File: src/rtl/wwd_pkg.sv
package wwd_pkg;
  localparam int SEL_W = 3;
  localparam logic [7:0] KEY_ARM  = 8'h55;
  localparam logic [7:0] KEY_FIRE = 8'hAA;

  typedef struct packed {
    logic             stop_gate;
    logic             dbg_freeze;
    logic             win_en;
    logic [SEL_W-1:0] sel;
  } wwd_cfg_t;

  typedef struct packed {
    logic bad_key;
    logic win_err;
    logic expired;
  } wwd_cause_t;
endpackage

File: src/rtl/wwd_cfg.sv
module wwd_cfg
  import wwd_pkg::*;
(
  input  logic     clk,
  input  logic     rst_i,
  input  logic     wr_i,
  input  logic [7:0] wdat_i,
  input  logic [7:0] nv_i,
  output wwd_cfg_t cfg_o
);
  localparam int CFG_W = $bits(wwd_cfg_t);

  always_ff @(posedge clk) begin
    if (rst_i) begin
      cfg_o.stop_gate  <= 1'b0;
      cfg_o.dbg_freeze <= 1'b0;
      cfg_o.win_en     <= nv_i[SEL_W];
      cfg_o.sel        <= nv_i[SEL_W-1:0];
    end else if (wr_i) begin
      cfg_o <= wwd_cfg_t'(wdat_i[CFG_W-1:0]);
    end
  end

  AST_PRELOAD_SAFE: assert property (@(posedge clk) disable iff (rst_i)
    $past(rst_i) |-> (!cfg_o.dbg_freeze && !cfg_o.stop_gate));
endmodule

File: src/rtl/wwd_count.sv
module wwd_count
  import wwd_pkg::*;
#(
  parameter int BASE_LOG2 = 2
) (
  input  logic     clk,
  input  logic     rst_i,
  input  wwd_cfg_t cfg_i,
  input  logic     tick_i,
  input  logic     dbg_i,
  input  logic     stop_i,
  input  logic     restart_i,
  output logic     enabled_o,
  output logic     expire_o,
  output logic     in_win_o
);
  localparam int CNT_W = BASE_LOG2 + (1 << SEL_W) - 1;

  logic [CNT_W-1:0] cnt;
  logic [CNT_W:0]   period;
  logic [CNT_W:0]   last;
  logic [CNT_W:0]   win_lo;
  logic             run;
  int               shamt;

  always_comb begin
    shamt     = BASE_LOG2 + int'(cfg_i.sel);
    period    = {{CNT_W{1'b0}}, 1'b1} << shamt;
    last      = period - 1'b1;
    win_lo    = period - (period >> 2);
    enabled_o = (cfg_i.sel != '0);
    run       = enabled_o && !(dbg_i && cfg_i.dbg_freeze) && !(stop_i && cfg_i.stop_gate);
    expire_o  = run && tick_i && ({1'b0, cnt} == last);
    in_win_o  = ({1'b0, cnt} >= win_lo);
  end

  always_ff @(posedge clk) begin
    if (rst_i || restart_i || !enabled_o) begin
      cnt <= '0;
    end else if (run && tick_i) begin
      cnt <= cnt + CNT_W'(1);
    end
  end

  AST_CNT_IN_RANGE: assert property (@(posedge clk) disable iff (rst_i)
    enabled_o |-> ({1'b0, cnt} <= last));
  AST_HOLD_PAUSED: assert property (@(posedge clk) disable iff (rst_i)
    (enabled_o && !run && !restart_i) |=> $stable(cnt));
endmodule

File: src/rtl/wwd_key.sv
module wwd_key
  import wwd_pkg::*;
(
  input  logic       clk,
  input  logic       rst_i,
  input  logic       kwr_i,
  input  logic [7:0] kdat_i,
  input  logic       clr_i,
  output logic       svc_o,
  output logic       bad_o
);
  logic armed;

  always_comb begin
    svc_o = kwr_i && (kdat_i == KEY_FIRE) && armed;
    bad_o = kwr_i && !svc_o && (kdat_i != KEY_ARM);
  end

  always_ff @(posedge clk) begin
    if (rst_i || clr_i) begin
      armed <= 1'b0;
    end else if (kwr_i) begin
      armed <= (kdat_i == KEY_ARM);
    end
  end

  AST_SVC_DISARMS: assert property (@(posedge clk) disable iff (rst_i)
    svc_o |=> !armed);
  AST_BAD_DISARMS: assert property (@(posedge clk) disable iff (rst_i)
    bad_o |=> !armed);
endmodule

File: src/rtl/wwd_top.sv
module wwd_top
  import wwd_pkg::*;
#(
  parameter int BASE_LOG2 = 2
) (
  input  logic       clk,
  input  logic       por_i,
  input  logic       rst_i,
  input  logic       tick_i,
  input  logic       dbg_active_i,
  input  logic       stop_mode_i,
  input  logic [7:0] nv_cfg_i,
  input  logic       wr_en_i,
  input  logic       wr_sel_i,
  input  logic [7:0] wr_data_i,
  output logic       wd_rst_o,
  output logic       wd_flag_o,
  output logic [2:0] wd_cause_o
);
  logic       rst_all;
  wwd_cfg_t   cfg;
  logic       cfg_wr, key_wr;
  logic       enabled, expire, in_win;
  logic       svc, bad, win_err, good_svc;
  logic       restart;
  wwd_cause_t evt;
  wwd_cause_t cause_q;

  assign rst_all = por_i || rst_i;
  assign cfg_wr  = wr_en_i && !wr_sel_i;
  assign key_wr  = wr_en_i && wr_sel_i && enabled;

  wwd_cfg u_cfg (
    .clk    (clk),
    .rst_i  (rst_all),
    .wr_i   (cfg_wr),
    .wdat_i (wr_data_i),
    .nv_i   (nv_cfg_i),
    .cfg_o  (cfg)
  );

  wwd_count #(.BASE_LOG2(BASE_LOG2)) u_count (
    .clk       (clk),
    .rst_i     (rst_all),
    .cfg_i     (cfg),
    .tick_i    (tick_i),
    .dbg_i     (dbg_active_i),
    .stop_i    (stop_mode_i),
    .restart_i (restart),
    .enabled_o (enabled),
    .expire_o  (expire),
    .in_win_o  (in_win)
  );

  wwd_key u_key (
    .clk    (clk),
    .rst_i  (rst_all),
    .kwr_i  (key_wr),
    .kdat_i (wr_data_i),
    .clr_i  (restart),
    .svc_o  (svc),
    .bad_o  (bad)
  );

  always_comb begin
    win_err      = svc && cfg.win_en && !in_win;
    good_svc     = svc && !win_err;
    evt.expired  = expire;
    evt.win_err  = win_err;
    evt.bad_key  = bad;
    restart      = cfg_wr || good_svc || (evt != '0);
  end

  always_ff @(posedge clk) begin
    if (rst_all) wd_rst_o <= 1'b0;
    else         wd_rst_o <= (evt != '0);
  end

  always_ff @(posedge clk) begin
    if (por_i) begin
      wd_flag_o <= 1'b0;
      cause_q   <= '0;
    end else if (!rst_i && (evt != '0)) begin
      wd_flag_o <= 1'b1;
      cause_q   <= evt;
    end
  end

  assign wd_cause_o = cause_q;

  AST_PULSE_SETS_FLAG: assert property (@(posedge clk) disable iff (rst_all)
    wd_rst_o |-> wd_flag_o);
  AST_PULSE_HAS_CAUSE: assert property (@(posedge clk) disable iff (rst_all)
    wd_rst_o |-> (wd_cause_o != 3'b000));
  AST_EXPIRE_NEEDS_TICK: assert property (@(posedge clk) disable iff (rst_all)
    (wd_rst_o && wd_cause_o == 3'b001) |-> $past(tick_i));
  AST_FLAG_STICKY: assert property (@(posedge clk) disable iff (por_i)
    $past(wd_flag_o) && !$past(por_i) |-> wd_flag_o);
endmodule

File: config.mk
export PLATFORM = sky130hd
export DESIGN_NAME = wwd_top
export DESIGN_NICKNAME = d
export VERILOG_FILES = /design/src/rtl/wwd_pkg.sv /design/src/rtl/wwd_cfg.sv /design/src/rtl/wwd_count.sv /design/src/rtl/wwd_key.sv /design/src/rtl/wwd_top.sv
export SDC_FILE = /design/constraint.sdc
export NUM_CORES = 1
export LEC_CHECK = 0
export BUFFER_PORTS_ARGS = -buffer_cell sky130_fd_sc_hd__buf_2
export CORE_UTILIZATION = 24
export DETAILED_ROUTE_END_ITERATION = 10
export PLACE_DENSITY = 0.51
export SETUP_SLACK_MARGIN = 0.1
export SYNTH_ARGS = -nofsm -noshare
export SYNTH_HDL_FRONTEND = slang
export SYNTH_SLANG_ARGS = --single-unit
export TNS_END_PERCENT = 100
File: constraint.sdc
create_clock -name clk -period 3.3 [get_ports clk]
set_input_delay 0.66 -clock clk [delete_from_list [all_inputs] [get_ports clk]]
set_output_delay 0.66 -clock clk [all_outputs]
set_load 0.05 [all_outputs]
Word-level counts from Yosys, hierarchy flattened --
Cells that the tools add are included.
Word-level totals: logic and storage cells 56, bits in registers 21
Cells by class: muxes and demuxes 2, eq/ne operators 4, shift-type cells 1, add/subtract/negate cells 4, order comparisons 1, reduce and logical (&&, ||, !) cells 33
Operator list (number):
- << shifter 1 x 32 -> 10 bit (first input constant) | 1
- logical AND 1 bit | 17
- equality test 9 x 10 -> 1 bit | 1
- >= comparator 9 x 10 -> 1 bit | 1
- subtractor 10 x 1 -> 10 bit (second input constant) | 1
- subtractor 10 x 8 -> 10 bit | 1
- adder 9 x 1 -> 9 bit (second input constant) | 1
- equality test 8 x 7 -> 1 bit (second input constant) | 1
- equality test 8 bit (second input constant) | 1
- logical NOT 1 bit | 8
- 2-to-1 mux 4 bit | 2
- != test 8 x 7 -> 1 bit (second input constant) | 1
- nonzero test 3 bit | 2
- logical OR 1 bit | 5
- adder 2 x 3 -> 4 bit (first input constant) | 1
- nonzero test 2 bit | 1

Longest topological paths before layout --
Gate-level depths: netlist of run 1.
word-level depth 12, depth in mapped cells 14, gate-level depth less buffers 14

Modules after synthesis --
Synthesis of run 1 repeated with hierarchy kept, for this count alone.
Second synthesis, totals: cell total of the unflattened synthesis 200, area total of the unflattened synthesis 1813.0 um^2
By module, submodules not included:
- wwd_count | seq. area each 180.2 um^2, area an instance 1177.4 um^2, cells each 145, times used 1
- wwd_cfg | seq. area each 160.2 um^2, area an instance 265.3 um^2, cells each 16, times used 1
- wwd_top | seq. area each 100.1 um^2, area an instance 256.5 um^2, cells each 27, times used 1
- wwd_key | seq. area each 20.0 um^2, area an instance 113.9 um^2, cells each 12, times used 1

Least setup slack after synthesis of run 1 --
OpenSTA, ideal clock, no wires.
path type flip-flop to flip-flop, from register u_cfg.cfg_o[1] in the netlist's numbering, to register wd_flag_o, clock period less this slack 3.306 ns, required time 3.178 ns, cell stages (with the launch flop) 15, data arrival time 3.184 ns, setup time 0.122 ns, buffers on the path 0, path slack -0.006 ns, path through edfxtp_1 > inv_2 > ha_1 > nor2b_1 > and2_1 > nor2b_1 > inv_1 > ha_1 > xor2_1 > ha_1 > o2111ai_1 > a31o_2 > a2bb2oi_1 > a21boi_1 > o311a_1
On the way: cells in the longest elaborated chain, start to end 9
RTL lines:
- start: declaration | line wwd_cfg.sv:9 | output wwd_cfg_t cfg_o
- start signal: assignment | line wwd_cfg.sv:20 | cfg_o <= wwd_cfg_t'(wdat_i[CFG_W-1:0]);
- parallel branches: the longest is 7 deep, another holds subtractor 10 x 8 -> 10 bit
- nonzero test 3 bit * | line wwd_top.sv:83 | end else if (!rst_i && (evt != '0)) begin
- logical AND 1 bit * | line wwd_top.sv:83
- end signal: assignment | line wwd_top.sv:81 | wd_flag_o <= 1'b0;
- end signal: assignment | line wwd_top.sv:84 | wd_flag_o <= 1'b1;
- end: declaration | line wwd_top.sv:17 | output logic wd_flag_o,
Every way passes the cells marked *. A chain may end at the register's enable or synchronous reset.

Worst setup path in the final report of run 1 --
from register u_cfg.cfg_o[2] in the netlist's numbering, to register wd_flag_o
The elaborated chain is that of the path after synthesis.

==> impl_metrics.py, run 1 <==
metrics = {
    "critical_path": {
        "worst-path-buf-inv": 3,
        "rr_endpoint": "wd_flag_o",
        "cp_data_required_time_ns": 3.47,
        "slowest_stage": "edfxtp_1",
        "rr_startpoint": "u_cfg.cfg_o[2]",
        "crit_path_max_fanout": 6,
        "path_cells": "inv_1 > ha_4 > buf_4 > or3_1 > ha_1 > nor2b_1 > o21ai_0 > a21oi_1 > o311ai_2 > buf_4 > a21boi_2 > o311a_1",
        "slowest_delay_ns": 0.42,
        "r2r_cells": 12,
        "start_kind": "flop",
        "startpoint": "u_cfg.cfg_o[2]",
        "reg2reg_slack_ns": 0.29,
        "path_common_cell": "buf_4",
        "crit_arrival_ns": 3.18,
        "crit_path_end_kind": "flop",
        "worstSetupPathType": "reg2reg",
        "cp_top_family": "compound AO/OA/AOI/OAI gates",
    },
    "finish": {
        "final_util_pct": 30.7,
        "final_nets": 289,
        "n_antenna_cell": 0,
        "syn_to_final_growth_pct": 22.4,
        "stdcell_count": 336,
        "fin_area_um2": 2250,
        "final_common_cell": "ha_1",
        "nFillCells": 791,
        "layout_common_cells": "26 x ha_1, 24 x buf_2, 17 x dfxtp_1, 16 x inv_1, 13 x buf_4",
        "drive_gt1_share_pct": 32.5,
    },
    "worst_hold_path": {
        "holdPathStages": 2,
        "hp-class": "reg2reg",
        "worstHoldStart": "wd_cause_o[2]",
        "min_to": "wd_cause_o[2]",
    },
    "die": {
        "io_pins": 29,
        "dieArea_um2": 8020,
        "dieWidth_um": 89.6,
        "start_util_pct": 25.1,
        "core_area_um2": 7330,
        "dieHeight_um": 89.6,
        "std_cell_rows": 31,
    },
    "global_route": {
        "grt_start_max_net_pins": 14,
        "gr-total-overflow": 0,
        "grt_pass1_vias": 1509,
        "antenna_found_initial": 0,
        "grtUsageTotal_pct": 11.2,
        "grt_pass1_wl_um": 6940,
    },
    "timing": {
        "final-setup-viol-count": 0,
        "finalCritPeriodShare_pct": 91.3,
        "maxSlewHeadroom_pct": 56.1,
        "setup_tns_ns": 0,
        "rsz0062_at_grt": "false",
        "period_needed_ns": 3.01,
        "maxSlewViolCount": 0,
        "fin_skew_ns": 0.00767,
        "fmaxAchievable_mhz": 332,
        "hold_violations": 0,
        "worst_pin_slew_ns": 0.656,
    },
    "route": {
        "num_vias": 1494,
        "wl_um": 4020,
        "wl_per_cell_um": 12.0,
        "drc": 0,
        "ant_nets": 0,
        "drt_iter0_drc": 44,
        "first_pass_iters": 4,
        "routed_via_density": 4.45,
    },
    "outcome": {
        "outcome": "completed",
    },
    "yosys": {
        "synthesis.nets": 252,
        "ys_async_sr_fraction_pct": 0,
        "ys_ff_latch": 21,
        "synth-edff-count": 4,
        "synth.yosys.seq_area_share_pct": 25.0,
        "syn_area_um2": 1840,
        "yosys.cell_types.count": 53,
        "syn_inst": 201,
        "synth_ff_type": "dfxtp_1",
        "avgSynthCellArea_um2": 9.16,
        "yosysWarnings": 0,
    },
    "clock_tree": {
        "numCtsBuffers": 3,
        "clock-root-buffer": "clkbuf_8",
        "clock_latency_ns": 0.27,
        "ctsHtreeMaxLevel": 1,
        "path_clk_slew_ns": 0.09,
        "clk_path_buf_depth": 2,
        "cts_setup_buffers": 0,
        "cts_tree": "yes",
        "cts.sinks": 21,
    },
    "power_and_ir_drop": {
        "powerDensity_nw_per_um2": 346,
        "p_leak_uw": 0.000966,
        "peakVddDrop_mv": 0.159,
    },
    "place": {
        "dp.cells": 332,
        "gp_congestion": 0.766,
        "place_area_um2": 2170,
        "hpwl_um": 3350,
        "port_buffers": 24,
    },
    "job": {
        "cap_violations": 0,
    },
}
synthesized netlist by cell type (all sizes together) (5+ instances only):
cell type  instances  area share (%)
inv               19             3.9
xnor2              9             4.3
nand2             13             2.9
dfxtp             17              18
nand2b             5             1.8
nor2              16             4.6
nor3               5             1.4
nor2b              8             2.9
a21oi              5             1.4
nand4              5             2.0
ha                27              18
xor2              10             5.2
per-stage QoR:
stage | worst slack (ns) | hold WS, ns | power [uW]
global route | 0.103 | 0.531 | 831
CTS | 0.165 | 0.505 | 766
global placement | 0.108 | 0.483 | 576
detailed placement | 0.102 | 0.490 | 579
finish | 0.286 | 0.501 | 779
floorplan | 0.131 | 0.490 | 492
registers in the layout, summed over array words and instances (netlist names):
signal and cells:
u_count.cnt 9, u_cfg.cfg_o 6, wd_cause_o 3, u_key.armed 1, wd_flag_o 1, wd_rst_o 1
timing repair:
item	in CTS	in global routing
hold buffers	0	0
resized for setup	2	5
setup endpoints to repair	1	4
area by class of cell:
class / instances / area [um2] / share of cell area [%]
Inverter: 19 / 71.3 / 3.17
Clock inverter: 1 / 6.26 / 0.278
Timing Repair Buffer: 37 / 218 / 9.67
Clock buffer: 3 / 41.3 / 1.83
Sequential cell: 21 / 460 / 20.4
Tap cell: 99 / 124 / 5.50
Multi-Input combinational cell: 156 / 1330 / 59.1
cell families after synthesis:
family / Yosys count / share of synthesized area [%]
simple gates: 72 / 23.3
compound gates: 30 / 13.7
xor+xnor: 19 / 9.45
flops: 21 / 25.0
mux: 8 / 4.62
buf+inv: 24 / 5.51
fa+ha+maj: 27 / 18.4
where the power goes:
part	switching (uW)	internal, uW
clock network	96.1	86.1
registers	8.87	272
logic	167	149
total	272	506
how the worst max path moves through the flow:
stage | depth (start not counted) | to | slack, ns
after global routing | 12 | wd_flag_o | 0.10
after detailed placement | 14 | wd_flag_o | 0.10
final | 12 | wd_flag_o | 0.29
after global placement | 14 | wd_flag_o | 0.11
after CTS | 12 | wd_flag_o | 0.16
after floorplan | 14 | wd_flag_o | 0.13
worst reg2reg max path, stage by stage (launching register included):
cell and delay, ns:
edfxtp_1 0.42, inv_1 0.14, ha_4 0.24, buf_4 0.15, or3_1 0.36, ha_1 0.27
nor2b_1 0.12, o21ai_0 0.20, a21oi_1 0.19, o311ai_2 0.29, buf_4 0.18, a21boi_2 0.08
o311a_1 0.29
routing by layer:
| metal | part of all wire (%) | track usage, % |
|---|---|---|
| met5 | 0 | 0 |
| met1 | 48 | 14.3 |
| met3 | 2.5 | 1.74 |
| met2 | 49 | 19.6 |
| met4 | 0.77 | 2.60 |
Power figures use the tool's default switching activity.
==> run 2, diff against run 1 <==
--- a/config.mk
+++ b/config.mk
@@ -5,6 +5,7 @@
 export SDC_FILE = /design/constraint.sdc
 export NUM_CORES = 1
 export LEC_CHECK = 0
+export ABC_AREA = 1
 export BUFFER_PORTS_ARGS = -buffer_cell sky130_fd_sc_hd__buf_2
 export CORE_UTILIZATION = 24
 export DETAILED_ROUTE_END_ITERATION = 10
==> run 2 against run 1 <==
Net effect: utilization hardly changed; first-iteration DRC count grew 20%; hold slack worse by 0.050 ns; sequential cell count did not move; combinational power grew 19%; sequential share of layout area decreased by 1.1 points; global-route usage shrank 0.65 points; area after synthesis grew 5.5%; via count grew 16%; power grew 6.1%; sequential power hardly changed; critical endpoint is now u_count.cnt[4]; largest power group unchanged.
==> impl_metrics.py, run 2 <==
metrics = {
    "timing": {
        "fmaxAchievable_mhz": 342,
        "maxSlewViolCount": 0,
        "hold_violations": 0,
        "period_needed_ns": 2.93,
        "rsz0062_at_grt": "false",
        "finalCritPeriodShare_pct": 88.7,
        "setup_tns_ns": 0,
        "fin_skew_ns": 0.00358,
        "worst_pin_slew_ns": 0.464,
        "final-setup-viol-count": 0,
        "maxSlewHeadroom_pct": 69.1,
    },
    "finish": {
        "drive_gt1_share_pct": 24.8,
        "largest_reg_flops": 9,
        "final_nets": 366,
        "syn_to_final_growth_pct": 22.8,
        "layout_common_cells": "62 x nand2_1, 46 x inv_1, 26 x nor2_1, 24 x buf_2, 23 x ha_1",
        "regMostFlops": "u_count.cnt",
        "final_common_cell": "nand2_1",
        "n_antenna_cell": 0,
        "final_util_pct": 30.7,
    },
    "global_route": {
        "grt_start_max_net_pins": 12,
        "grtUsageMet2_pct": 18.3,
        "gr-total-overflow": 0,
        "grt_pass1_vias": 1720,
        "grtUsageTotal_pct": 10.5,
        "top_usage_layer": "met2",
        "use_met1_pct": 14.0,
        "met3_usage_pct": 1.24,
        "antenna_found_initial": 0,
        "grt_pass1_wl_um": 7330,
    },
    "route": {
        "routed_via_density": 4.16,
        "drc": 0,
        "wl_um": 4120,
        "wl_per_cell_um": 9.89,
        "num_vias": 1729,
        "ant_nets": 0,
        "first_pass_iters": 4,
        "drt_iter0_drc": 53,
    },
    "die": {
        "core_area_um2": 7770,
        "dieHeight_um": 92.0,
        "start_util_pct": 25.0,
        "std_cell_rows": 32,
        "io_pins": 29,
        "dieWidth_um": 92.0,
        "dieArea_um2": 8450,
    },
    "yosys": {
        "synthesis.nets": 327,
        "synth_ff_type": "dfxtp_1",
        "synth.most_common_cell": "nand2_1",
        "ys_top_cells_by_count": "63 x nand2_1, 49 x inv_1, 27 x ha_1, 27 x nor2_1",
        "synth.yosys.seq_area_share_pct": 23.7,
        "syn_inst": 276,
        "netlist.area_leader.share_pct": 17.5,
        "syn_area_um2": 1940,
        "synth-edff-count": 4,
        "ys_ff_latch": 21,
        "ys_async_sr_fraction_pct": 0,
        "synth_top_cell_by_area": "dfxtp_1",
        "synth.area.top_cells": "dfxtp_1 18%, ha_1 17%, nand2_1 12%",
        "yosys.cell_types.count": 28,
        "avgSynthCellArea_um2": 7.04,
        "yosysWarnings": 0,
    },
    "clock_tree": {
        "cts_tree": "yes",
        "path_clk_slew_ns": 0.08,
        "cts.sinks": 21,
        "ctsHtreeMaxLevel": 1,
        "cts_hold_buffers": 0,
        "clk_path_buf_depth": 2,
        "clock_latency_ns": 0.26,
        "clock-root-buffer": "clkbuf_8",
        "numCtsBuffers": 3,
    },
    "critical_path": {
        "crit_arrival_ns": 3.13,
        "cp_data_required_time_ns": 3.50,
        "path_cells": "inv_2 > ha_4 > inv_2 > nor2_4 > nand2_2 > inv_2 > ha_4 > xor2_1 > ha_1 > nand2_1 > nor2_1 > nand2_1 > nand3_1 > nand2_1 > nand4_1 > nand3_2 > nand3_4 > nand4_2 > nor2_2",
        "crit_path_end_kind": "flop",
        "start_kind": "flop",
        "worstSetupPathType": "reg2reg",
        "crit_path_max_fanout": 4,
        "slowest_delay_ns": 0.44,
        "slowest_stage": "edfxtp_1",
    },
    "place": {
        "hpwl_um": 3400,
        "gp_congestion": 0.781,
        "port_buffers": 24,
    },
    "power_and_ir_drop": {
        "powerDensity_nw_per_um2": 347,
        "p_leak_uw": 0.00116,
        "peakVddDrop_mv": 0.151,
    },
    "job": {
        "cap_violations": 0,
    },
    "outcome": {
        "outcome": "completed",
    },
    "worst_hold_path": {
        "hp-class": "reg2reg",
    },
}
==> run 2: cell types whose count changed after synthesis, sizes merged, moves of 4 or more <==
cell	delta
xor2	+7
or3	-4
nand2b	-5
nand3	+13
a211oi	-4
xnor2	-7
nand2	+54
inv	+36
mux2	-4
nor2	+28
buf	-4
nor2b	-8
==> run 2: worst paths after layout <==
| path | startpoint | cells past startpoint | slack, ns | end |
|---|---|---|---|---|
| hold / removal | wd_flag_o | 2 | 0.45 | wd_flag_o |
| setup reg to reg | u_cfg.cfg_o[1] | 19 | 0.37 | u_count.cnt[4] |
| hold reg to reg | wd_flag_o | 2 | 0.45 | wd_flag_o |
| setup / recovery | u_cfg.cfg_o[1] | 19 | 0.37 | u_count.cnt[4] |
==> run 2: critical path, delay by kind of cell, from the launching register on <==
kind                     cells  cell delay (ns)
AND/OR/NAND/NOR             12             1.29
adder cells (fa/ha/maj)      3             0.76
flip-flops                   1             0.44
buffers and inverters        3             0.22
XOR/XNOR                     1             0.15
==> run 2: cell type report <==
type                    count  area, um2
inverters                  55        206
repair buffers             33        188
flip-flops and latches     21        460
well taps                 102        128
fillers                   867       5380
multi-input cells         201       1360
clock buffers               4       45.0
==> run 2: stage by stage <==
stage / power [uW] / instances / setup WS (ns) / instance area, um2 / hold WS (ns)
after floorplan: 539 / 276 / 0.393 / 1940 / 0.454
after global placement: 621 / 407 / 0.161 / 2230 / 0.443
after detailed placement: 627 / 407 / 0.113 / 2230 / 0.443
after CTS: 801 / 412 / 0.168 / 2280 / 0.456
after global routing: 903 / 416 / 0.109 / 2380 / 0.497
final: 826 / 416 / 0.372 / 2380 / 0.451
==> run 2: layer usage <==
| layer | up-vias | share of wire [%] | routed length (um) |
|---|---|---|---|
| met5 | - | 0 | 0 |
| met4 | 0 | 0.46 | 19 |
| met3 | 2 | 1.8 | 74 |
| met2 | 19 | 47 | 1930 |
| met1 | 775 | 51 | 2100 |
| li1 | 933 | - | - |
==> run 2: logic make-up after synthesis <==
group	synth area share [%]
AND/OR/NAND/NOR	36.2
XOR/XNOR	8.57
AO/OA/AOI/OAI	2.96
flip-flops	23.7
multiplexers	0.515
adder cells (fa/ha/maj)	17.4
buffers and inverters	10.6
==> run 2: power breakdown <==
part	switching (uW)	total, uW	internal (uW)
sequential	8.49	280	272
combinational	223	375	153
clock	85.0	171	86.0
==> run 2: repair_timing <==
action,in CTS,in global routing
buffers inserted,1,3
setup endpoints to repair,8,15
cloned,0,1
pin swaps,0,2
resized for setup,0,13
==> run 3, diff against run 2 <==
--- a/config.mk
+++ b/config.mk
@@ -7,9 +7,9 @@
 export LEC_CHECK = 0
 export ABC_AREA = 1
 export BUFFER_PORTS_ARGS = -buffer_cell sky130_fd_sc_hd__buf_2
-export CORE_UTILIZATION = 24
+export CORE_UTILIZATION = 52
 export DETAILED_ROUTE_END_ITERATION = 10
-export PLACE_DENSITY = 0.51
+export PLACE_DENSITY = 0.86
 export SETUP_SLACK_MARGIN = 0.1
 export SYNTH_ARGS = -nofsm -noshare
 export SYNTH_HDL_FRONTEND = slang
==> run 3 against run 2 <==
Net effect: utilization grew 35 points; critical path depth is 2 higher; clock power down 2%; combinational power fell by 1%; clock-buffer cell count did not move; first-iteration DRC count up 5.7%; global-route usage grew 12 points; final area down 4.4%; sequential power about the same; power down 1.1%; maximum frequency is 3.5% lower.
==> impl_metrics.py, run 3 (synthesis gave the netlist of run 2 again) <==
metrics = {
    "finish": {
        "nFillCells": 308,
        "final_common_cell": "nand2_1",
        "drive_gt1_share_pct": 24.0,
        "largest_reg_flops": 9,
        "final_util_pct": 65.7,
        "regMostFlops": "u_count.cnt",
        "n_antenna_cell": 0,
        "syn_to_final_growth_pct": 17.4,
        "layout_common_cells": "63 x nand2_1, 47 x inv_1, 25 x ha_1, 24 x nor2_1, 24 x buf_2",
        "final_nets": 365,
    },
    "worst_hold_path": {
        "hp-class": "reg2reg",
    },
    "place": {
        "place_ws_ns": 0.197,
        "hpwl_um": 3200,
        "gp_congestion": 0.883,
        "port_buffers": 24,
    },
    "route": {
        "drc": 0,
        "ant_nets": 0,
        "routed_via_density": 4.99,
        "wl_um": 4300,
        "num_vias": 1790,
        "wl_per_cell_um": 12.0,
        "first_pass_iters": 4,
        "drt_iter0_drc": 56,
    },
    "timing": {
        "finalCritPeriodShare_pct": 91.9,
        "maxSlewHeadroom_pct": 69.3,
        "fin_skew_ns": 0.00293,
        "maxSlewViolCount": 0,
        "setup_tns_ns": 0,
        "hold_violations": 0,
        "final-setup-viol-count": 0,
        "rsz0062_at_grt": "false",
        "fin_ws_ns": 0.266,
        "worst_pin_slew_ns": 0.460,
        "whs_ns": 0.463,
        "fmaxAchievable_mhz": 330,
        "period_needed_ns": 3.03,
    },
    "critical_path": {
        "crit_path_end_kind": "flop",
        "start_kind": "flop",
        "crit_path_max_fanout": 4,
        "worstSetupPathType": "reg2reg",
        "crit_arrival_ns": 3.19,
        "path_common_cell": "nand2_1",
        "cp_data_required_time_ns": 3.46,
        "slowest_delay_ns": 0.41,
        "slowest_stage": "edfxtp_1",
        "path_cells": "inv_2 > ha_1 > inv_2 > nor2_4 > nand2_2 > inv_1 > ha_4 > xor2_2 > ha_1 > nand2_1 > inv_1 > nand2_1 > nand3_1 > nand2_1 > nand4_1 > nand3_2 > nand3_4 > nand2_1 > nand2_1 > nand2_1 > nand2_1",
    },
    "job": {
        "cap_violations": 0,
    },
    "global_route": {
        "gr-total-overflow": 0,
        "grtUsageTotal_pct": 22.3,
        "grt_start_max_net_pins": 12,
        "grt_pass1_wl_um": 7080,
        "antenna_found_initial": 0,
        "grt_pass1_vias": 1766,
    },
    "clock_tree": {
        "cts_hold_buffers": 0,
        "ctsHtreeMaxLevel": 1,
        "cts.sinks": 21,
        "numCtsBuffers": 3,
        "cts_tree": "yes",
        "clk_path_buf_depth": 2,
        "path_clk_slew_ns": 0.07,
        "clock-root-buffer": "clkbuf_8",
        "clock_latency_ns": 0.26,
    },
    "die": {
        "io_pins": 29,
        "start_util_pct": 56.0,
        "dieHeight_um": 63.1,
        "std_cell_rows": 21,
        "dieWidth_um": 63.1,
        "core_area_um2": 3470,
        "dieArea_um2": 3980,
    },
    "power_and_ir_drop": {
        "p_leak_uw": 0.00115,
        "powerDensity_nw_per_um2": 359,
        "total_power_uw": 817,
        "peakVddDrop_mv": 0.259,
    },
    "outcome": {
        "outcome": "completed",
    },
}
-- run 3: path summary, 6_finish.rpt --
| path | start | to | slack (ns) | cells after the start |
|---|---|---|---|---|
| setup / recovery | u_cfg.cfg_o[1] | wd_cause_o[0] | 0.27 | 21 |
| hold / removal | wd_flag_o | wd_flag_o | 0.46 | 2 |
| setup reg to reg | u_cfg.cfg_o[1] | wd_cause_o[0] | 0.27 | 21 |
| hold reg to reg | wd_flag_o | wd_flag_o | 0.46 | 2 |
-- run 3: critical path: cells and delay by family, from the launching register on --
family | cells | cell delay, ns
DFF | 1 | 0.41
xor gates and xnor gates | 1 | 0.15
buffers and inverters | 4 | 0.28
adders and majority gates | 3 | 0.86
and+or+nand+nor | 13 | 1.21
-- run 3: power by group --
| group | switching, uW | internal (uW) | leakage, uW |
|---|---|---|---|
| Combinational | 226 | 145 | 0.000950 |
| Clock | 80.9 | 86.0 | 0.0000228 |
| Sequential | 7.89 | 272 | 0.000179 |
| Total | 315 | 503 | 0.00115 |
-- run 3: layout make-up --
class	count	area (um2)	share of cell area, %
multi-input cells	201	1330	58.3
well taps	46	57.6	2.52
flip-flops and latches	21	460	20.2
clock buffers	4	45.0	1.98
inverters	55	206	9.06
repair buffers	32	180	7.90
-- run 3: per-stage QoR --
step / cell area (um2) / cells
CTS: 2190 / 354
floorplan: 1940 / 276
global placement: 2150 / 350
detailed placement: 2150 / 350
global route: 2280 / 359
finish: 2280 / 359
-- run 3: routing by layer --
metal	vias up	wire [um]	global-route usage, %
met2	38	2200	40.7
li1	933	-	-
met5	-	0	0
met1	807	1880	24.7
met4	0	107	11.9
met3	12	121	2.90
-- run 3: timing repair --
action | 4_1_cts | 5_1_grt
resized for setup | 0 | 10
endpoints found under the setup margin | 0 | 15
buffers inserted | 0 | 4
